`config.mk`:
```
export PLATFORM = sky130hd
export DESIGN_NAME = sop_gpo_top
export DESIGN_NICKNAME = d
export VERILOG_FILES = /design/src/rtl/sop_gpo_pkg.sv /design/src/rtl/sop_sticky_bank.sv /design/src/rtl/sop_rail_pick.sv /design/src/rtl/sop_product_term.sv /design/src/rtl/sop_edge_delay.sv /design/src/rtl/sop_gpo_top.sv
export SDC_FILE = /design/constraint.sdc
export NUM_CORES = 1
export LEC_CHECK = 0
export BUFFER_PORTS_ARGS = -buffer_cell sky130_fd_sc_hd__buf_2
export CORE_UTILIZATION = 40
export CTS_CLUSTER_DIAMETER = 120
export DETAILED_ROUTE_END_ITERATION = 8
export GPL_ROUTABILITY_DRIVEN = 1
export SLEW_MARGIN = 25
export SYNTH_ARGS = -nofsm -noshare
export SYNTH_HDL_FRONTEND = slang
export SYNTH_HIERARCHICAL = 1
export SYNTH_SLANG_ARGS = --single-unit
```
`constraint.sdc`:
```
create_clock -name clk -period 7.54 [get_ports clk]
set_input_delay 2.262 -clock clk [delete_from_list [all_inputs] [get_ports clk]]
set_output_delay 2.262 -clock clk [all_outputs]
set_load 0.1 [all_outputs]
```
`src/rtl/sop_gpo_pkg.sv`:
```
// Package: shared constants for the two-term Boolean output driver.
// Assumes at most 16 status types and at most 16 input pins.
package sop_gpo_pkg;
    localparam int NUM_TERMS  = 2;
    localparam int TYPE_IDX_W = 4;
    localparam int SEL_W      = TYPE_IDX_W + 1;
    localparam int PG_TYPE    = 0;
    localparam int DLY_W      = 16;
    localparam int CLR_SEL_W  = 4;

    typedef logic [DLY_W-1:0] dly_t;
endpackage

```
`src/rtl/sop_sticky_bank.sv`:
```
// Sticky flag bank: one latch per rail per status type. A latch is set on a
// rising live flag and cleared by clr_i; a rise on the same edge wins.
// Assumes live_i is synchronous to clk.
module sop_sticky_bank #(
    parameter int W = 8
) (
    input  logic         clk,
    input  logic         rst_n,
    input  logic [W-1:0] live_i,
    input  logic         clr_i,
    output logic [W-1:0] lat_o
);
    logic [W-1:0] prev_q;
    logic [W-1:0] lat_q;
    logic [W-1:0] rise;

    // Purpose: find live flags that were low on the previous edge.
    always_comb rise = live_i & ~prev_q;

    // Purpose: hold previous live flags and the sticky latches.
    always_ff @(posedge clk) begin
        if (!rst_n) begin
            prev_q <= '0;
            lat_q  <= '0;
        end else begin
            prev_q <= live_i;
            lat_q  <= (lat_q & ~{W{clr_i}}) | rise;
        end
    end

    assign lat_o = lat_q;
endmodule

```
`src/rtl/sop_rail_pick.sv`:
```
// Rail picker: selects one status type (live or latched) for one product
// term and reports which rails take part. Power-good rails without voltage
// monitoring are excluded. Type indices beyond NUM_TYPES read as zero.
module sop_rail_pick
    import sop_gpo_pkg::*;
#(
    parameter int N_RAIL    = 4,
    parameter int NUM_TYPES = 16
) (
    input  logic [NUM_TYPES*N_RAIL-1:0] live_i,
    input  logic [NUM_TYPES*N_RAIL-1:0] lat_i,
    input  logic [SEL_W-1:0]            sel_i,
    input  logic [N_RAIL-1:0]           mask_i,
    input  logic [N_RAIL-1:0]           vmon_i,
    output logic [N_RAIL-1:0]           flag_o,
    output logic [N_RAIL-1:0]           use_o
);
    logic [TYPE_IDX_W-1:0] idx;
    logic                  want_lat;

    // Purpose: split the select into type index and form.
    always_comb begin
        idx      = sel_i[TYPE_IDX_W-1:0];
        want_lat = sel_i[SEL_W-1];
    end

    // Purpose: multiplex the chosen type's flags for every rail.
    always_comb begin
        flag_o = '0;
        for (int t = 0; t < NUM_TYPES; t++) begin
            if (idx == TYPE_IDX_W'(t)) begin
                flag_o = want_lat ? lat_i[t*N_RAIL +: N_RAIL]
                                  : live_i[t*N_RAIL +: N_RAIL];
            end
        end
    end

    // Purpose: mask rails, dropping unmonitored rails for power-good.
    always_comb begin
        if (idx == TYPE_IDX_W'(PG_TYPE)) use_o = mask_i & vmon_i;
        else                              use_o = mask_i;
    end
endmodule

```
`src/rtl/sop_product_term.sv`:
```
// Product term: AND of enabled inputs, each optionally inverted.
// An empty term (no enables) yields 0.
module sop_product_term #(
    parameter int W = 8
) (
    input  logic [W-1:0] in_i,
    input  logic [W-1:0] en_i,
    input  logic [W-1:0] inv_i,
    output logic         term_o
);
    logic any_en;
    logic all_ok;

    // Purpose: AND the enabled, polarity-corrected inputs.
    always_comb begin
        any_en = |en_i;
        all_ok = &((in_i ^ inv_i) | ~en_i);
        term_o = any_en & all_ok;
    end
endmodule

```
`src/rtl/sop_edge_delay.sv`:
```
// Edge delay: pin follows level_i after an on or off delay counted in
// ticks. Returning to the pin value discards the count. A disabled or zero
// delay passes the change on the next edge.
module sop_edge_delay #(
    parameter int DW = 16
) (
    input  logic          clk,
    input  logic          rst_n,
    input  logic          tick_i,
    input  logic          level_i,
    input  logic [DW-1:0] on_dly_i,
    input  logic [DW-1:0] off_dly_i,
    input  logic          on_en_i,
    input  logic          off_en_i,
    output logic          pin_o
);
    logic [DW-1:0] cnt_q;
    logic [DW-1:0] dly_val;
    logic          dly_act;
    logic          pass_now;
    logic          pin_q;

    // Purpose: pick the delay that applies to the pending transition.
    always_comb begin
        dly_val  = level_i ? on_dly_i : off_dly_i;
        dly_act  = level_i ? on_en_i  : off_en_i;
        pass_now = !dly_act || (dly_val == '0);
    end

    // Purpose: count ticks while level and pin differ, then update the pin.
    always_ff @(posedge clk) begin
        if (!rst_n) begin
            pin_q <= 1'b0;
            cnt_q <= '0;
        end else if (level_i == pin_q) begin
            cnt_q <= '0;
        end else if (pass_now) begin
            pin_q <= level_i;
            cnt_q <= '0;
        end else if (tick_i) begin
            if ((cnt_q + DW'(1)) >= dly_val) begin
                pin_q <= level_i;
                cnt_q <= '0;
            end else begin
                cnt_q <= cnt_q + DW'(1);
            end
        end
    end

    assign pin_o = pin_q;
endmodule

```
`src/rtl/sop_gpo_top.sv`:
```
// Two-term Boolean output driver. Evaluates (term0 | term1) from output
// states, input pins and one chosen rail-status type per term, registers the
// result as the logical state, and drives the pin through on/off delays.
// Assumes all inputs are synchronous to clk; tick_1ms_i is a one-cycle pulse.
module sop_gpo_top
    import sop_gpo_pkg::*;
#(
    parameter int N_GPO     = 8,
    parameter int N_GPI     = 4,
    parameter int N_RAIL    = 4,
    parameter int NUM_TYPES = 16
) (
    input  logic                          clk,
    input  logic                          rst_n,
    input  logic                          tick_1ms_i,
    input  logic [N_GPO-1:0]              gpo_state_i,
    input  logic [N_GPI-1:0]              gpi_i,
    input  logic [NUM_TYPES*N_RAIL-1:0]   rail_flags_i,
    input  logic [N_RAIL-1:0]             rail_vmon_i,
    input  logic                          latch_clr_i,
    input  logic [NUM_TERMS*N_GPO-1:0]    cfg_gpo_en_i,
    input  logic [NUM_TERMS*N_GPO-1:0]    cfg_gpo_inv_i,
    input  logic [NUM_TERMS*N_GPI-1:0]    cfg_gpi_en_i,
    input  logic [NUM_TERMS*N_GPI-1:0]    cfg_gpi_inv_i,
    input  logic [NUM_TERMS*N_RAIL-1:0]   cfg_rail_mask_i,
    input  logic [NUM_TERMS*N_RAIL-1:0]   cfg_rail_inv_i,
    input  logic [NUM_TERMS*SEL_W-1:0]    cfg_type_sel_i,
    input  logic                          cfg_clr_gpi_en_i,
    input  logic [CLR_SEL_W-1:0]          cfg_clr_gpi_sel_i,
    input  logic [DLY_W-1:0]              cfg_on_dly_i,
    input  logic [DLY_W-1:0]              cfg_off_dly_i,
    input  logic                          cfg_on_dly_en_i,
    input  logic                          cfg_off_dly_en_i,
    output logic                          logic_o,
    output logic                          pin_o
);
    localparam int FLAG_W = NUM_TYPES * N_RAIL;
    localparam int TERM_W = N_RAIL + N_GPI + N_GPO;

    logic [FLAG_W-1:0]    lat_q;
    logic                 clr_pin;
    logic                 clr_any;
    logic [NUM_TERMS-1:0] term_val;
    logic                 logic_q;

    // Purpose: pick the clear-source pin and merge it with the strobe.
    always_comb begin
        clr_pin = 1'b0;
        for (int i = 0; i < N_GPI; i++) begin
            if (cfg_clr_gpi_sel_i == CLR_SEL_W'(i)) clr_pin = gpi_i[i];
        end
        clr_any = latch_clr_i | (cfg_clr_gpi_en_i & clr_pin);
    end

    sop_sticky_bank #(.W(FLAG_W)) u_sticky (
        .clk    (clk),
        .rst_n  (rst_n),
        .live_i (rail_flags_i),
        .clr_i  (clr_any),
        .lat_o  (lat_q)
    );

    for (genvar t = 0; t < NUM_TERMS; t++) begin : g_term
        logic [N_RAIL-1:0] rail_vec;
        logic [N_RAIL-1:0] rail_use;

        sop_rail_pick #(.N_RAIL(N_RAIL), .NUM_TYPES(NUM_TYPES)) u_pick (
            .live_i (rail_flags_i),
            .lat_i  (lat_q),
            .sel_i  (cfg_type_sel_i[t*SEL_W +: SEL_W]),
            .mask_i (cfg_rail_mask_i[t*N_RAIL +: N_RAIL]),
            .vmon_i (rail_vmon_i),
            .flag_o (rail_vec),
            .use_o  (rail_use)
        );

        sop_product_term #(.W(TERM_W)) u_and (
            .in_i  ({rail_vec, gpi_i, gpo_state_i}),
            .en_i  ({rail_use,
                     cfg_gpi_en_i[t*N_GPI +: N_GPI],
                     cfg_gpo_en_i[t*N_GPO +: N_GPO]}),
            .inv_i ({cfg_rail_inv_i[t*N_RAIL +: N_RAIL],
                     cfg_gpi_inv_i[t*N_GPI +: N_GPI],
                     cfg_gpo_inv_i[t*N_GPO +: N_GPO]}),
            .term_o(term_val[t])
        );
    end

    // Purpose: register the undelayed sum of products.
    always_ff @(posedge clk) begin
        if (!rst_n) logic_q <= 1'b0;
        else        logic_q <= |term_val;
    end

    sop_edge_delay #(.DW(DLY_W)) u_delay (
        .clk       (clk),
        .rst_n     (rst_n),
        .tick_i    (tick_1ms_i),
        .level_i   (logic_q),
        .on_dly_i  (cfg_on_dly_i),
        .off_dly_i (cfg_off_dly_i),
        .on_en_i   (cfg_on_dly_en_i),
        .off_en_i  (cfg_off_dly_en_i),
        .pin_o     (pin_o)
    );

    assign logic_o = logic_q;
endmodule

```
==> run summary <==
On the final layout, the worst clock skew is 0.006660 ns. The total nets after synthesis is 1,190. The number of resized instances in the post-cts repair step came out at 0. Hold repair after CTS inserted 0 buffers. The worst setup path is captured at a flip-flop. The floorplan row count is 56. The flow ran to the end, and the final reports show no timing, DRC or antenna violations. The count of routing violations after the opening detailed-route iteration came out at 578. The maximum clock path buffer count is 2. The number of sinks on the clock net came out at 146. The achievable frequency came out at 208.5 MHz. The later pin in the worst-skew pair is clocked with a latency of 0.43 ns.

The net count reported at finish came out at 1,348. Dividing total power by cell area gives a power density of 186.0 nW/um^2. The height of the die is 156.3 microns. The total wire length after detailed routing came out at 27,990 microns. The die outline area is 24,420 sq um. The fraction of layout cells with a size suffix above 1 came out at 27.80%. The area of the core is 23,400 sq um.

After the flow finishes, the layout carries non-filler instances totaling 1,465. The area of the mapped netlist came out at 9519 sq um. Headroom to the max-slew limit came out at 44.43%. In the routed design, unresolved DRC markers number 0.

The async set-or-reset flop fraction in the synthesized netlist came out at 0%. Entering global routing, the biggest net connects 133 pins. The TritonCTS buffer count came out at 17. The relative area change from synthesis to final layout came out at 17.30%. The portion of the clock cycle consumed by the worst path in the final layout came out at 63.61%. The total instance count after detailed placement is 1,434. The overall routing resource usage is 22.93%. The overall via count from detail_route is 8,042.

The count of pins over their slew limit is 0. The first-pass iteration count of the detailed router is 5. The nature of the critical path startpoint is a primary input. The leakage dissipation came out at 4.561 nW. The root cell of the clock tree is sky130_fd_sc_hd__clkbuf_16. The sequential fraction of the synthesis area came out at 30.70%.

Fill cells in the final layout number 2,292. The end-of-flow core utilization came out at 47.71%. The number of antenna violations at the first check in global routing is 2. The wire length of the first global-routing pass is 42,570 microns.

Setup repair after global routing left no endpoint under its margin. The post-CTS setup repair buffer count came out at 0. The number of enable-type register cells in the synthesized netlist is 0. The cell count after synthesis is 976. The post-detailed-placement half-perimeter wirelength came out at 21,050 microns. After synthesis, the netlist uses 65 different library cells. The count of port buffers added during placement is 198. The starting density of the core came out at 40.68%. The arrival time at the worst endpoint is 5.16 ns. The number of primary I/O pins came out at 199. In the synthesized netlist the dominant register cell turns out to be sky130_fd_sc_hd__dfxtp_1. After detailed routing, the average wire length per cell comes to 19.11 microns. The via density per instance came out at 5.489. For the pin with the worst max-slew slack, the measured transition is 0.8335 ns. The setup violation total in the final timing report is 0. The congestion estimate from routability-driven global placement came to 0.8939. The setup path with the least slack is of type primary input to flip-flop. The worst-case IR drop observed on VDD is 0.0001612 V. TritonCTS built the clock tree.

The critical-path maximum fanout is 33. The clock edge transition at the registers on the reported setup and hold paths is 0.06 ns. The total negative slack came out at 0 ns. The yosys synthesis warning count came out at 6.

From left edge to right edge, the die measures 156.3 microns. The number of global-route vias before repair is 7,686. The total number of H-tree levels is 4. The mean cell area of the mapped netlist came out at 9.753 sq um. For this run the aggregate overflow at the end of global routing stands at 0.

The required time reported for the critical path endpoint came out at 7.91 ns. Max-cap violations in this run came to 0. The number of antenna-violating nets in the routed design is 0. The post-synthesis sequential element count is 146. The final count of hold timing violations is 0. The clock period minus worst slack came out at 4.796 ns. In this run the worst hold path is classified as flip-flop to flip-flop.
[cell usage after synthesis, drive strengths merged, types with 22 or more instances]
cell type	n	share of area, %
a21boi	67	5.7
a21oi	24	1.3
a22oi	22	1.9
and2	66	4.3
buf	44	3.3
dfxtp	146	31
mux2i	83	8.7
mux4	31	7.5
nand2	27	1.1
nand2b	138	9.9
nand3	23	1.2
xnor2	39	3.6
[layout by cell type (no fill, tap or decap), types with 6 or more instances in the layout]
cell type / n
sky130_fd_sc_hd__o22ai_1: 16
sky130_fd_sc_hd__a21boi_0: 7
sky130_fd_sc_hd__and2_1: 66
sky130_fd_sc_hd__xnor2_1: 39
sky130_fd_sc_hd__buf_2: 197
sky130_fd_sc_hd__nand3_1: 23
sky130_fd_sc_hd__inv_1: 6
sky130_fd_sc_hd__nand4_1: 14
sky130_fd_sc_hd__dfxtp_1: 146
sky130_fd_sc_hd__nor2b_1: 13
sky130_fd_sc_hd__a22oi_1: 18
sky130_fd_sc_hd__ha_1: 17
sky130_fd_sc_hd__mux2_2: 15
sky130_fd_sc_hd__a21oi_1: 24
sky130_fd_sc_hd__nand2b_4: 11
sky130_fd_sc_hd__nor2_1: 20
sky130_fd_sc_hd__xor2_1: 8
sky130_fd_sc_hd__o32ai_1: 6
sky130_fd_sc_hd__a21boi_1: 50
sky130_fd_sc_hd__a21boi_2: 10
sky130_fd_sc_hd__o21ai_0: 21
sky130_fd_sc_hd__mux2i_1: 83
sky130_fd_sc_hd__clkbuf_16: 17
sky130_fd_sc_hd__o21a_1: 11
sky130_fd_sc_hd__a32o_1: 6
sky130_fd_sc_hd__nand2_1: 27
sky130_fd_sc_hd__nand2b_1: 127
sky130_fd_sc_hd__nor4_1: 13
sky130_fd_sc_hd__mux4_2: 27
[flip-flops by register name, indices dropped and copies added, names as in the netlist]
register,count
logic_o,1
u_delay/cnt_q,16
u_delay/pin_o,1
u_sticky/lat_o,64
u_sticky/prev_q,64
[worst paths after layout]
path,start,to,slack [ns],cells past startpoint
worst max register to register,u_delay/cnt_q[4],u_delay/cnt_q[10],4.30,10
worst min-delay path,u_sticky/prev_q[27],u_sticky/lat_o[27],0.48,2
worst min register to register,u_sticky/prev_q[27],u_sticky/lat_o[27],0.48,2
worst max-delay path,cfg_type_sel_i[0],logic_o,2.74,11
[cells by family (layout without fill, tap and decap cells)]
group                    count (synthesis)  after routing  share of synthesized area (%)
AND/OR/NAND/NOR                        348            348                          22.79
AO/OA/AOI/OAI                          218            218                          17.49
flip-flops                             146            146                          30.70
multiplexers                           129            129                          17.99
buffers and inverters                   71            239                          4.456
XOR/XNOR                                47             47                          4.324
adder cells (fa/ha/maj)                 17             17                          2.234
other                                    0              2                              0
[report_power, final]
| group | leakage (nW) | switching (mW) | internal (mW) |
|---|---|---|---|
| registers | 1.21 | 0.0263 | 0.814 |
| logic | 3.06 | 0.192 | 0.188 |
| clock network | 0.294 | 0.327 | 0.531 |
[area by class of cell]
class | count | area (sq um) | share of cell area (%)
diodes | 2 | 5.005 | 0.04482
clock buffers | 19 | 452.9 | 4.056
clock inverters | 10 | 136.4 | 1.221
repair buffers | 204 | 1055 | 9.446
flip-flops and latches | 146 | 2923 | 26.18
multi-input cells | 759 | 6172 | 55.28
well taps | 319 | 399.1 | 3.575
inverters | 6 | 22.52 | 0.2017
[metrics by stage]
| step | area (sq um) | hold WS, ns | setup WS, ns | power [mW] |
|---|---|---|---|---|
| 2_1_floorplan | 9519 | 0.4516 | 3.144 | 1.097 |
| 5_1_grt | 11160 | 0.4925 | 2.583 | 2.168 |
| 3_3_place_gp | 10570 | 0.4609 | 2.401 | 1.230 |
| 6_report | 11170 | 0.4768 | 2.744 | 2.077 |
| 3_5_place_dp | 10570 | 0.4689 | 2.372 | 1.234 |
| 4_1_cts | 11160 | 0.4793 | 2.826 | 2.097 |
[critical path: stages]
cell                        delay (ns)
sky130_fd_sc_hd__buf_2            0.54
sky130_fd_sc_hd__or4b_2           0.73
sky130_fd_sc_hd__o22ai_1          0.23
sky130_fd_sc_hd__nor4b_1          0.10
sky130_fd_sc_hd__o32ai_1          0.33
sky130_fd_sc_hd__o2bb2ai_1        0.26
sky130_fd_sc_hd__xnor2_1          0.11
sky130_fd_sc_hd__a22oi_1          0.15
sky130_fd_sc_hd__nand4_1          0.13
sky130_fd_sc_hd__nor3_2           0.19
sky130_fd_sc_hd__o21a_1           0.12
[metal layers]
| metal | track usage [%] | part of all wire (%) | vias up |
|---|---|---|---|
| met5 | 0 | 0 | - |
| met4 | 8.497 | 2.8 | 0 |
| met3 | 4.376 | 6.6 | 55 |
| met2 | 39.37 | 48 | 318 |
| met1 | 28.39 | 43 | 3779 |
| li1 | - | - | 3890 |
(Power assumes the default switching activity.)
